[src/rtl/usbact_pkg.sv]
package usbact_pkg;

  typedef enum logic [1:0] {
    LS_SE0 = 2'b00,
    LS_J   = 2'b01,
    LS_K   = 2'b10,
    LS_BAD = 2'b11
  } line_sym_e;

  localparam int SYNC_LEN = 8;

  // Symbol expected at pattern position idx (0 = oldest).
  function automatic line_sym_e sync_sym(input int idx);
    if (idx == SYNC_LEN - 1) return LS_K;
    return (idx % 2 == 0) ? LS_K : LS_J;
  endfunction

endpackage

[src/rtl/usbact_rst_sync.sv]
module usbact_rst_sync #(
  parameter int STAGES = 2
) (
  input  logic clk,
  input  logic rst_n,
  output logic rst_sync_n
);
  logic [STAGES-1:0] pipe_q;

  always_ff @(posedge clk or negedge rst_n) begin
    if (!rst_n) pipe_q <= '0;
    else        pipe_q <= {pipe_q[STAGES-2:0], 1'b1};
  end

  assign rst_sync_n = pipe_q[STAGES-1];
endmodule

[src/rtl/usbact_sync_match.sv]
module usbact_sync_match
  import usbact_pkg::*;
(
  input  logic      clk,
  input  logic      rst_n,
  input  logic      en,
  input  line_sym_e sym,
  output logic      hit
);
  localparam int HIST = SYNC_LEN - 1;

  line_sym_e hist_q [HIST];
  line_sym_e hist_d [HIST];
  logic [HIST-1:0] pos_ok;

  always_comb begin
    for (int k = 0; k < HIST; k++) hist_d[k] = hist_q[k];
    if (en) begin
      hist_d[0] = sym;
      for (int k = 1; k < HIST; k++) hist_d[k] = hist_q[k-1];
    end
  end

  always_ff @(posedge clk or negedge rst_n) begin
    if (!rst_n) begin
      for (int k = 0; k < HIST; k++) hist_q[k] <= LS_SE0;
    end else begin
      for (int k = 0; k < HIST; k++) hist_q[k] <= hist_d[k];
    end
  end

  // hist_q[0] is the newest stored symbol, position SYNC_LEN-2 in the pattern.
  for (genvar g = 0; g < HIST; g++) begin : g_cmp
    assign pos_ok[g] = (hist_q[g] == sync_sym(SYNC_LEN - 2 - g));
  end

  assign hit = en && (sym == sync_sym(SYNC_LEN - 1)) && (&pos_ok);
endmodule

[src/rtl/usbact_run_cnt.sv]
module usbact_run_cnt #(
  parameter int LIMIT = 32
) (
  input  logic clk,
  input  logic rst_n,
  input  logic en,
  input  logic match,
  output logic hit
);
  localparam int CW = $clog2(LIMIT + 1);

  logic [CW-1:0] cnt_q, cnt_d;

  always_comb begin
    cnt_d = cnt_q;
    if (en) begin
      if (!match)                 cnt_d = '0;
      else if (cnt_q != CW'(LIMIT)) cnt_d = cnt_q + 1'b1;
    end
  end

  always_ff @(posedge clk or negedge rst_n) begin
    if (!rst_n) cnt_q <= '0;
    else        cnt_q <= cnt_d;
  end

  assign hit = en && match && (cnt_q >= CW'(LIMIT - 1));
endmodule

[src/rtl/usb_activity_det.sv]
module usb_activity_det
  import usbact_pkg::*;
#(
  parameter int IDLE_BITS  = 32,
  parameter int RESET_BITS = 10
) (
  input  logic       clk,
  input  logic       rst_n,
  input  logic       bit_stb,
  input  logic [1:0] line_st,
  output logic       bus_active
);
  line_sym_e sym;
  logic rst_q_n;
  logic sync_hit, idle_hit, reset_hit;
  logic act_q, act_d;

  assign sym = line_sym_e'(line_st);

  usbact_rst_sync #(.STAGES(2)) u_rst (
    .clk        (clk),
    .rst_n      (rst_n),
    .rst_sync_n (rst_q_n)
  );

  usbact_sync_match u_sync (
    .clk   (clk),
    .rst_n (rst_q_n),
    .en    (bit_stb),
    .sym   (sym),
    .hit   (sync_hit)
  );

  usbact_run_cnt #(.LIMIT(IDLE_BITS)) u_idle (
    .clk   (clk),
    .rst_n (rst_q_n),
    .en    (bit_stb),
    .match (sym == LS_J),
    .hit   (idle_hit)
  );

  usbact_run_cnt #(.LIMIT(RESET_BITS)) u_se0 (
    .clk   (clk),
    .rst_n (rst_q_n),
    .en    (bit_stb),
    .match (sym == LS_SE0),
    .hit   (reset_hit)
  );

  always_comb begin
    act_d = act_q;
    if (idle_hit || reset_hit) act_d = 1'b0;
    else if (sync_hit)         act_d = 1'b1;
  end

  always_ff @(posedge clk or negedge rst_q_n) begin
    if (!rst_q_n) act_q <= 1'b0;
    else          act_q <= act_d;
  end

  assign bus_active = act_q;
endmodule

[config.mk]
export PLATFORM = sky130hd
export DESIGN_NAME = usb_activity_det
export DESIGN_NICKNAME = d
export VERILOG_FILES = /design/src/rtl/usbact_pkg.sv /design/src/rtl/usbact_rst_sync.sv /design/src/rtl/usbact_sync_match.sv /design/src/rtl/usbact_run_cnt.sv /design/src/rtl/usb_activity_det.sv
export SDC_FILE = /design/constraint.sdc
export NUM_CORES = 1
export LEC_CHECK = 0
export BUFFER_PORTS_ARGS = -buffer_cell sky130_fd_sc_hd__buf_4
export CAP_MARGIN = 20
export CORE_UTILIZATION = 28
export DETAILED_ROUTE_END_ITERATION = 7
export MAX_ROUTING_LAYER = met4
export PLACE_DENSITY = 0.42
export SYNTH_ARGS = -nofsm -noshare
export SYNTH_HDL_FRONTEND = slang
export SYNTH_SLANG_ARGS = --single-unit
[constraint.sdc]
create_clock -name clk -period 0.9 [get_ports clk]
set_input_delay 0.135 -clock clk [delete_from_list [all_inputs] [get_ports clk]]
set_output_delay 0.135 -clock clk [all_outputs]
set_load 0.02 [all_outputs]
==> impl_metrics.py, run 1 <==
metrics = {
    "detailed_routing": {
        "routed_wl_um": 3040,
        "met3RoutedLength_um": 44,
        "drc": 0,
        "drt.antenna.violating_nets": 0,
        "top_layer_used": "met4",
        "first_iter_violations": 51,
        "wl_met2_um": 1560,
        "wl_met1_um": 1420,
        "dr_total_vias": 991,
        "vias_per_cell": 4.76,
        "dr.pass1.iters": 4,
        "post_drt_wl_per_cell_um": 14.6,
    },
    "layout": {
        "mostFrequentLayoutCells": "buf_4, dfrtp_1, buf_6, nand2_1, mux2_4",
        "final_area_um2": 1960,
        "final_common_cell": "buf_4",
        "area_delta_synth_final_pct": 50.0,
        "postLayoutCoreUtil_pct": 44.5,
        "drive_above_1_share_pct": 53.2,
        "nets": 168,
        "diodes": 0,
    },
    "timing": {
        "max_freq_ghz": 0.713,
        "fin_crit_ps": 1400,
        "hold_slack_ps": 167,
        "fin_tns_setup_ps": -4190,
        "maxSlewViolCount": 0,
        "rsz0062_at_grt": "yes",
        "finalSetupViolCount": 12,
        "finalHoldViolations": 0,
        "skew_ps": 6.66,
        "fin_crit_sh_pct": 156,
        "setup_slack_ps": -503,
    },
    "placement": {
        "gp_congestion": 0.794,
        "postPlaceCellArea_um2": 1710,
        "dp_hpwl_um": 2140,
        "io_buffers": 5,
    },
    "global_routing": {
        "grt_use_total_pct": 13.5,
        "antenna_found_initial": 0,
        "grt-ovfl-total": 0,
        "grt_pass1_vias": 1088,
        "grt_max_degree": 17,
        "grt_pass1_wl_um": 5150,
    },
    "floorplan": {
        "die_x_um": 70.4,
        "initial_core_util_pct": 29.6,
        "core-area_um2": 4410,
        "fp.dieH_um": 70.4,
        "io_pins": 6,
        "rows": 24,
        "design.die.area_um2": 4950,
    },
    "worst_setup_path": {
        "critPathMaxFanout": 4,
        "start_kind": "flop",
        "required_ps": 1060,
        "worstPathArrival_ps": 1560,
        "crit_path_end_kind": "flop",
        "crit_type": "reg2reg",
    },
    "clock_tree": {
        "cts_max_level": 1,
        "cts_buffer_depth": 2,
        "cts_tree": "built",
        "cts-root-buf": "clkbuf_8",
        "cts.sinks": 27,
        "clock_latency_ps": 270,
        "cts_buffers": 3,
        "clkTransAtPathRegs_ps": 90,
    },
    "logic_synthesis": {
        "post_synth_num_cell_types": 32,
        "async_flop_share_pct": 100,
        "syn-mean-instance-area_um2": 11.8,
        "synthAdderAreaFrac_pct": 5.74,
        "muxShareOfSynthArea_pct": 12.0,
        "synthSimpleGateAreaFrac_pct": 13.4,
        "syn_inst": 111,
        "synth_ff_type": "dfrtp_1",
        "synth_compound_area_share_pct": 13.9,
        "ys_seq_area_share_pct": 51.6,
        "synth_edf_count": 0,
        "mappedNetlistArea_um2": 1310,
        "synth_top_family_by_area": "compound AO/OA/AOI/OAI gates",
        "synth_seq_cells": 27,
        "synth_xor_area_share_pct": 0,
        "syn-num-nets": 122,
        "yosys_warnings": 0,
    },
    "min_path": {
        "hold_path.class": "in2async",
    },
    "power": {
        "finalPower_mw": 2.99,
        "peakVddDrop_mv": 0.731,
        "leakage_nw": 0.854,
        "p_per_area_nw_per_um2": 1520,
    },
    "flow_run": {
        "drv_cap": 0,
    },
    "status": {
        "status": "complete, but fails checks",
        "violations": "negative setup slack",
    },
}
[stage by stage]
stage	setup WS [ps]	std cells
6_report	-503	208
5_1_grt	-636	208
4_1_cts	-512	206
3_5_place_dp	-525	201
3_3_place_gp	-487	201
2_1_floorplan	-515	111
[worst paths after layout]
kind	startpoint	end	slack, ps	cells after the start
setup / recovery	u_idle.cnt_q[0]$_DFFE_PN0P_	u_idle.cnt_q[2]$_DFFE_PN0P_	-500	6
hold / removal	rst_n	u_rst.pipe_q[0]$_DFF_PN0_	170	2
setup reg to reg	u_idle.cnt_q[0]$_DFFE_PN0P_	u_idle.cnt_q[2]$_DFFE_PN0P_	-500	6
hold reg to reg	u_rst.pipe_q[1]$_DFF_PN0_	u_se0.cnt_q[2]$_DFFE_PN0P_	180	1
max in group asynchronous	u_rst.pipe_q[1]$_DFF_PN0_	u_sync.hist_q[0]$_DFFE_PN0P_	510	1
min in group clk	line_st[1]	u_se0.cnt_q[3]$_DFFE_PN0P_	250	3
[critical path, stage by stage (launching register included)]
cell and delay, ps:
dfrtp_1 390, inv_1 60, ha_1 140, nand4b_1 130, o41ai_4 300, or2_4 210
o21ai_1 80
[registers in the layout (all words and copies together), names as in the netlist]
register and cells:
u_se0.cnt_q 4, bus_active 1, u_idle.cnt_q 6, u_rst.pipe_q 2, u_sync.hist_q 14
[report_power, final]
group / switching (mW) / internal (mW)
combinational: 0.253 / 0.509
clock: 0.398 / 0.314
sequential: 0.131 / 1.38
[metal layers]
metal	global-route usage (%)	vias up
met4	3.33	0
met5	-	-
met1	16.4	486
li1	-	494
met2	23.2	9
met3	2.16	2
[final cells by class]
cell class	instances	area, µm²
Tap cell	52	65.1
Clock buffer	3	41.3
Multi-Input combinational cell	74	768
Fill cell	416	2450
Timing Repair Buffer	44	378
Clock inverter	1	7.51
Sequential cell	27	677
Inverter	7	26.3
[cells by family (layout without fill, tap and decap cells)]
kind of cell	count (synthesis)	after routing
AOI/OAI and AO/OA	22	22
adders and majority gates	6	6
buffers and inverters	10	55
DFF	27	27
muxes	14	14
other	1	1
and+or+nand+nor	31	31
[what timing repair did]
action,CTS,global route
setup buffers,1,3
hold buffers,1,0
resized for setup,23,16
endpoints found under the setup margin,18,24
gates cloned,0,0
pin swaps,7,6
endpoints found under the hold margin,2,0
[Yosys cell counts (2+ instances only)]
| cell type | number | area share, % |
|---|---|---|
| dfrtp_1 | 27 | 52 |
| nand3_1 | 4 | 1.5 |
| nand2b_1 | 2 | 0.96 |
| o2111ai_1 | 2 | 1.3 |
| inv_1 | 7 | 2.0 |
| o21ai_0 | 6 | 2.3 |
| o31ai_1 | 3 | 1.7 |
| o22ai_1 | 2 | 0.96 |
| ha_1 | 6 | 5.7 |
| a21oi_1 | 2 | 0.76 |
| nor3b_1 | 3 | 1.7 |
| buf_2 | 2 | 0.76 |
| nand2_1 | 12 | 3.4 |
| nor4bb_1 | 2 | 1.5 |
| mux2_2 | 14 | 12 |
Power figures use the tool's default switching activity.
==> run 2: changes to the inputs <==
--- a/config.mk
+++ b/config.mk
@@ -7,6 +7,7 @@
 export LEC_CHECK = 0
 export BUFFER_PORTS_ARGS = -buffer_cell sky130_fd_sc_hd__buf_4
 export CAP_MARGIN = 20
+export CORE_ASPECT_RATIO = 0.75
 export CORE_UTILIZATION = 28
 export DETAILED_ROUTE_END_ITERATION = 7
 export MAX_ROUTING_LAYER = met4
==> impl_metrics.py, run 2 (synthesized netlist as in run 1, its figures left out) <==
metrics = {
    "layout": {
        "nets": 171,
        "area_delta_synth_final_pct": 51.2,
        "largest-register": "u_sync.hist_q",
        "largest_reg_flops": 14,
        "final_common_cell": "buf_4",
        "final_area_um2": 1980,
        "mostFrequentLayoutCells": "buf_4, dfrtp_1, buf_6, nand2_1",
        "drive_above_1_share_pct": 56.6,
        "diodes": 0,
        "postLayoutCoreUtil_pct": 44.3,
        "final_cells": 216,
        "largestRegisters": "u_sync.hist_q: 14 flops, u_idle.cnt_q: 6 flops, u_se0.cnt_q: 4 flops",
    },
    "timing": {
        "setup_slack_ps": -593,
        "max_freq_ghz": 0.670,
        "skew_ps": 4.02,
        "finalSetupViolCount": 14,
        "hold_slack_ps": 146,
        "fin_tns_setup_ps": -4890,
        "maxSlewViolCount": 0,
        "rsz0062_at_grt": "yes",
        "fin_crit_ps": 1490,
        "finalHoldViolations": 0,
        "fin_crit_sh_pct": 166,
    },
    "detailed_routing": {
        "drc": 0,
        "drt.antenna.violating_nets": 0,
        "post_drt_wl_per_cell_um": 13.5,
        "dr.pass1.iters": 4,
        "vias_per_cell": 4.72,
        "routed_wl_um": 2920,
        "dr_total_vias": 1019,
        "first_iter_violations": 41,
    },
    "floorplan": {
        "io_pins": 6,
        "rows": 21,
        "die_x_um": 80.9,
        "design.die.area_um2": 4950,
        "core-area_um2": 4470,
        "initial_core_util_pct": 29.3,
        "fp.dieH_um": 61.2,
    },
    "global_routing": {
        "grtUsageMet1_pct": 17.6,
        "grt.busiest_layer": "met2",
        "use_met2_pct": 20.0,
        "grt_use_total_pct": 13.1,
        "grt_pass1_wl_um": 4750,
        "grt_pass1_vias": 1030,
        "antenna_found_initial": 0,
        "grt_max_degree": 19,
        "grt-ovfl-total": 0,
        "use_met3_pct": 3.26,
    },
    "placement": {
        "dp_hpwl_um": 2100,
        "placed_cells": 207,
        "place_ws_ps": -562,
        "gp_congestion": 0.803,
        "io_buffers": 5,
        "postPlaceCellArea_um2": 1720,
    },
    "power": {
        "leakage_nw": 0.864,
        "finalPower_mw": 2.95,
        "p_per_area_nw_per_um2": 1490,
        "peakVddDrop_mv": 0.770,
    },
    "min_path": {
        "hold_path.class": "in2reg",
        "worstHoldPathCells": 2,
    },
    "status": {
        "violations": "negative setup slack",
        "status": "complete, but fails checks",
    },
    "worst_setup_path": {
        "crit_path_end_kind": "flop",
        "critPathMaxFanout": 5,
        "required_ps": 1060,
        "reg2reg_depth": 6,
        "worstPathArrival_ps": 1650,
        "start_kind": "flop",
        "crit_type": "reg2reg",
    },
    "clock_tree": {
        "clock_latency_ps": 270,
        "clkTransAtPathRegs_ps": 100,
        "cts_buffers": 3,
        "cts-root-buf": "clkbuf_8",
        "cts.sinks": 27,
        "cts_buffer_depth": 2,
        "cts_tree": "built",
        "cts_max_level": 1,
    },
    "flow_run": {
        "drv_cap": 0,
    },
}
run 2: per-layer routing:
| metal | routed length (µm) | vias up |
|---|---|---|
| met4 | 0 | 0 |
| met5 | 0 | - |
| li1 | - | 499 |
| met1 | 1500 | 511 |
| met2 | 1360 | 9 |
| met3 | 66 | 0 |
run 2: layout make-up:
| cell class | count | area, µm² |
|---|---|---|
| Fill cell | 429 | 2490 |
| Multi-Input combinational cell | 74 | 759 |
| Sequential cell | 27 | 677 |
| Timing Repair Buffer | 47 | 397 |
| Tap cell | 57 | 71.3 |
| Clock buffer | 3 | 41.3 |
| Inverter | 7 | 26.3 |
| Clock inverter | 1 | 7.51 |
run 2: worst max-delay path, cell delays in order (launching register included):
cell and delay (ps):
dfrtp_1 400, inv_2 50, ha_2 150, nand4b_1 130, o41ai_4 350, or2_4 220, o41ai_2 70
run 2: final timing paths:
kind | start | to | slack (ps)
setup / recovery | u_idle.cnt_q[0]$_DFFE_PN0P_ | u_idle.cnt_q[5]$_DFFE_PN0P_ | -590
hold / removal | line_st[0] | u_sync.hist_q[12]$_DFFE_PN0P_ | 150
setup reg to reg | u_idle.cnt_q[0]$_DFFE_PN0P_ | u_idle.cnt_q[5]$_DFFE_PN0P_ | -590
hold reg to reg | u_rst.pipe_q[1]$_DFF_PN0_ | u_idle.cnt_q[1]$_DFFE_PN0P_ | 170
max in group asynchronous | u_rst.pipe_q[1]$_DFF_PN0_ | u_se0.cnt_q[1]$_DFFE_PN0P_ | 470
min in group asynchronous | rst_n | u_rst.pipe_q[0]$_DFF_PN0_ | 170
run 2: what timing repair did:
action,4_1_cts,5_1_grt
endpoints found under the setup margin,16,24
buffers inserted,3,4
pin swaps,1,6
endpoints found under the hold margin,2,0
hold buffers,1,0
gates resized for setup,17,22
run 2: where the power goes:
part           leakage [nW]  switching, mW  internal, mW
clock                0.0217          0.397         0.314
sequential            0.339          0.126          1.38
combinational         0.504          0.246         0.484
total                 0.864          0.769          2.18
==> run 3: changes to the inputs <==
==> constraint.sdc (replaced) <==
create_clock -name clk -period 1.7 [get_ports clk]
set_input_delay 0.255 -clock clk [delete_from_list [all_inputs] [get_ports clk]]
set_output_delay 0.255 -clock clk [all_outputs]
set_load 0.02 [all_outputs]
==> impl_metrics.py, run 3 (synthesized netlist as in run 1, its figures left out) <==
metrics = {
    "status": {
        "status": "completed",
    },
    "global_routing": {
        "grt_max_degree": 26,
        "grt_pass1_vias": 914,
        "grt_use_total_pct": 11.4,
        "antenna_found_initial": 0,
        "grt-ovfl-total": 0,
        "grt_pass1_wl_um": 4110,
    },
    "power": {
        "swShare_pct": 25.3,
        "combPwrFrac_pct": 14.1,
        "p_per_area_nw_per_um2": 905,
        "seqPwrFrac_pct": 58.9,
        "peakVddDrop_mv": 0.500,
        "netSwitchingPower_mw": 0.341,
        "leakage_nw": 0.613,
        "pwr-share-clk_pct": 27.0,
        "finalPower_mw": 1.35,
        "intPower_mw": 1.01,
    },
    "floorplan": {
        "fp.dieH_um": 61.2,
        "die_x_um": 80.9,
        "rows": 21,
        "initial_core_util_pct": 29.3,
        "io_pins": 6,
        "core-area_um2": 4470,
        "design.die.area_um2": 4950,
    },
    "placement": {
        "dp_hpwl_um": 1710,
        "postPlaceCellArea_um2": 1420,
        "io_buffers": 5,
        "gp_congestion": 0.694,
    },
    "clock_tree": {
        "cts_tree": "built",
        "clock_latency_ps": 270,
        "cts.sinks": 27,
        "cts_buffer_depth": 2,
        "cts-root-buf": "clkbuf_8",
        "cts_buffers": 3,
        "cts_max_level": 1,
        "cts_resized": 0,
        "clkTransAtPathRegs_ps": 90,
    },
    "timing": {
        "max_freq_ghz": 0.645,
        "finalHoldViolations": 0,
        "fin_tns_setup_ps": 0,
        "skew_ps": 2.79,
        "fin_crit_sh_pct": 91.3,
        "rsz0062_at_grt": "no",
        "finalSetupViolCount": 0,
        "fin_crit_ps": 1550,
        "maxSlewViolCount": 0,
    },
    "layout": {
        "area_delta_synth_final_pct": 13.9,
        "largestRegisters": "u_sync.hist_q: 14 flops, u_idle.cnt_q: 6 flops, u_se0.cnt_q: 4 flops",
        "nets": 134,
        "final_area_um2": 1490,
        "drive_above_1_share_pct": 25.4,
        "largest-register": "u_sync.hist_q",
        "n_fill_cell": 439,
        "postLayoutCoreUtil_pct": 33.4,
        "final_common_cell": "dfrtp_1",
        "mostFrequentLayoutCells": "dfrtp_1, mux2_2, nand2_1, buf_4, inv_1",
        "diodes": 0,
        "largest_reg_flops": 14,
    },
    "worst_setup_path": {
        "rrSetupSlack_ps": 150,
        "required_ps": 1850,
        "crit_path_end_kind": "flop",
        "critPathMaxFanout": 4,
        "start_kind": "flop",
        "worstPathArrival_ps": 1700,
        "r2r-end": "u_idle.cnt_q[0]$_DFFE_PN0P_",
        "crit_type": "reg2reg",
        "r2r-start": "u_idle.cnt_q[1]$_DFFE_PN0P_",
        "reg2reg_depth": 6,
    },
    "detailed_routing": {
        "dr_total_vias": 862,
        "dr.pass1.iters": 3,
        "drc": 0,
        "wl_met2_um": 1070,
        "post_drt_wl_per_cell_um": 13.1,
        "routed_wl_um": 2340,
        "met3RoutedLength_um": 82,
        "vias_per_cell": 4.82,
        "top_layer_used": "met3",
        "wl_met1_um": 1190,
        "drt.antenna.violating_nets": 0,
        "first_iter_violations": 35,
    },
    "flow_run": {
        "drv_cap": 0,
    },
    "min_path": {
        "hold_path.class": "reg2async",
    },
}
## run 3: cell types whose count changed in the layout (fill, tap and decap cells not counted), sizes merged
cell	before	now
buf	46	9
clkinv	0	1
clkinvlp	1	0
## run 3: power groups by stage
stage / clock, mW / sequential (mW) / combinational (mW)
2_1_floorplan: 0 / 0.795 / 0.137
3_3_place_gp: 0 / 0.807 / 0.178
3_5_place_dp: 0 / 0.809 / 0.186
4_1_cts: 0.384 / 0.796 / 0.188
5_1_grt: 0.406 / 0.811 / 0.213
6_report: 0.365 / 0.794 / 0.190
## run 3: what timing repair did
| item | in CTS | in global routing |
|---|---|---|
| hold buffers | 1 | 0 |
| buffers inserted | 0 | 2 |
| hold endpoints to repair | 2 | 0 |
| setup endpoints to repair | 0 | 1 |
## run 3: through the flow
stage	hold slack (ps)	std cells	worst slack (ps)
2_1_floorplan	-40.6	111	276
3_3_place_gp	37.8	172	207
3_5_place_dp	38.2	172	141
4_1_cts	240	177	127
5_1_grt	267	179	11.9
6_report	232	179	149
## run 3: how the worst max path moves through the flow
stage / start / endpoint / slack, ps
detailed placement: u_idle.cnt_q[0]$_DFFE_PN0P_ / u_idle.cnt_q[0]$_DFFE_PN0P_ / 140
floorplan: u_idle.cnt_q[0]$_DFFE_PN0P_ / u_idle.cnt_q[5]$_DFFE_PN0P_ / 280
CTS: u_idle.cnt_q[0]$_DFFE_PN0P_ / u_idle.cnt_q[0]$_DFFE_PN0P_ / 130
global route: u_idle.cnt_q[1]$_DFFE_PN0P_ / u_idle.cnt_q[2]$_DFFE_PN0P_ / 10
finish: u_idle.cnt_q[1]$_DFFE_PN0P_ / u_idle.cnt_q[0]$_DFFE_PN0P_ / 150
global placement: u_idle.cnt_q[0]$_DFFE_PN0P_ / u_idle.cnt_q[2]$_DFFE_PN0P_ / 210
## run 3: final cells by class
cell class	count	area (µm²)	share of cell area, %
clock inverters	1	5.00	0.336
repair buffers	10	77.6	5.21
inverters	7	26.3	1.76
well taps	57	71.3	4.79
flip-flops and latches	27	676	45.3
clock buffers	3	41.3	2.77
multi-input cells	74	593	39.8
## run 3: layer usage
metal,vias up,GRT usage [%]
met5,-,-
met4,0,1.53
met3,0,3.56
met2,8,18.1
met1,432,14.8
li1,422,-
## run 3: worst max-delay path: stages, from the launching register on
cell and delay, ps:
dfrtp_1 420, inv_1 70, ha_1 130, nand4b_1 140, o41ai_4 380, or2_4 210
o21ai_0 90
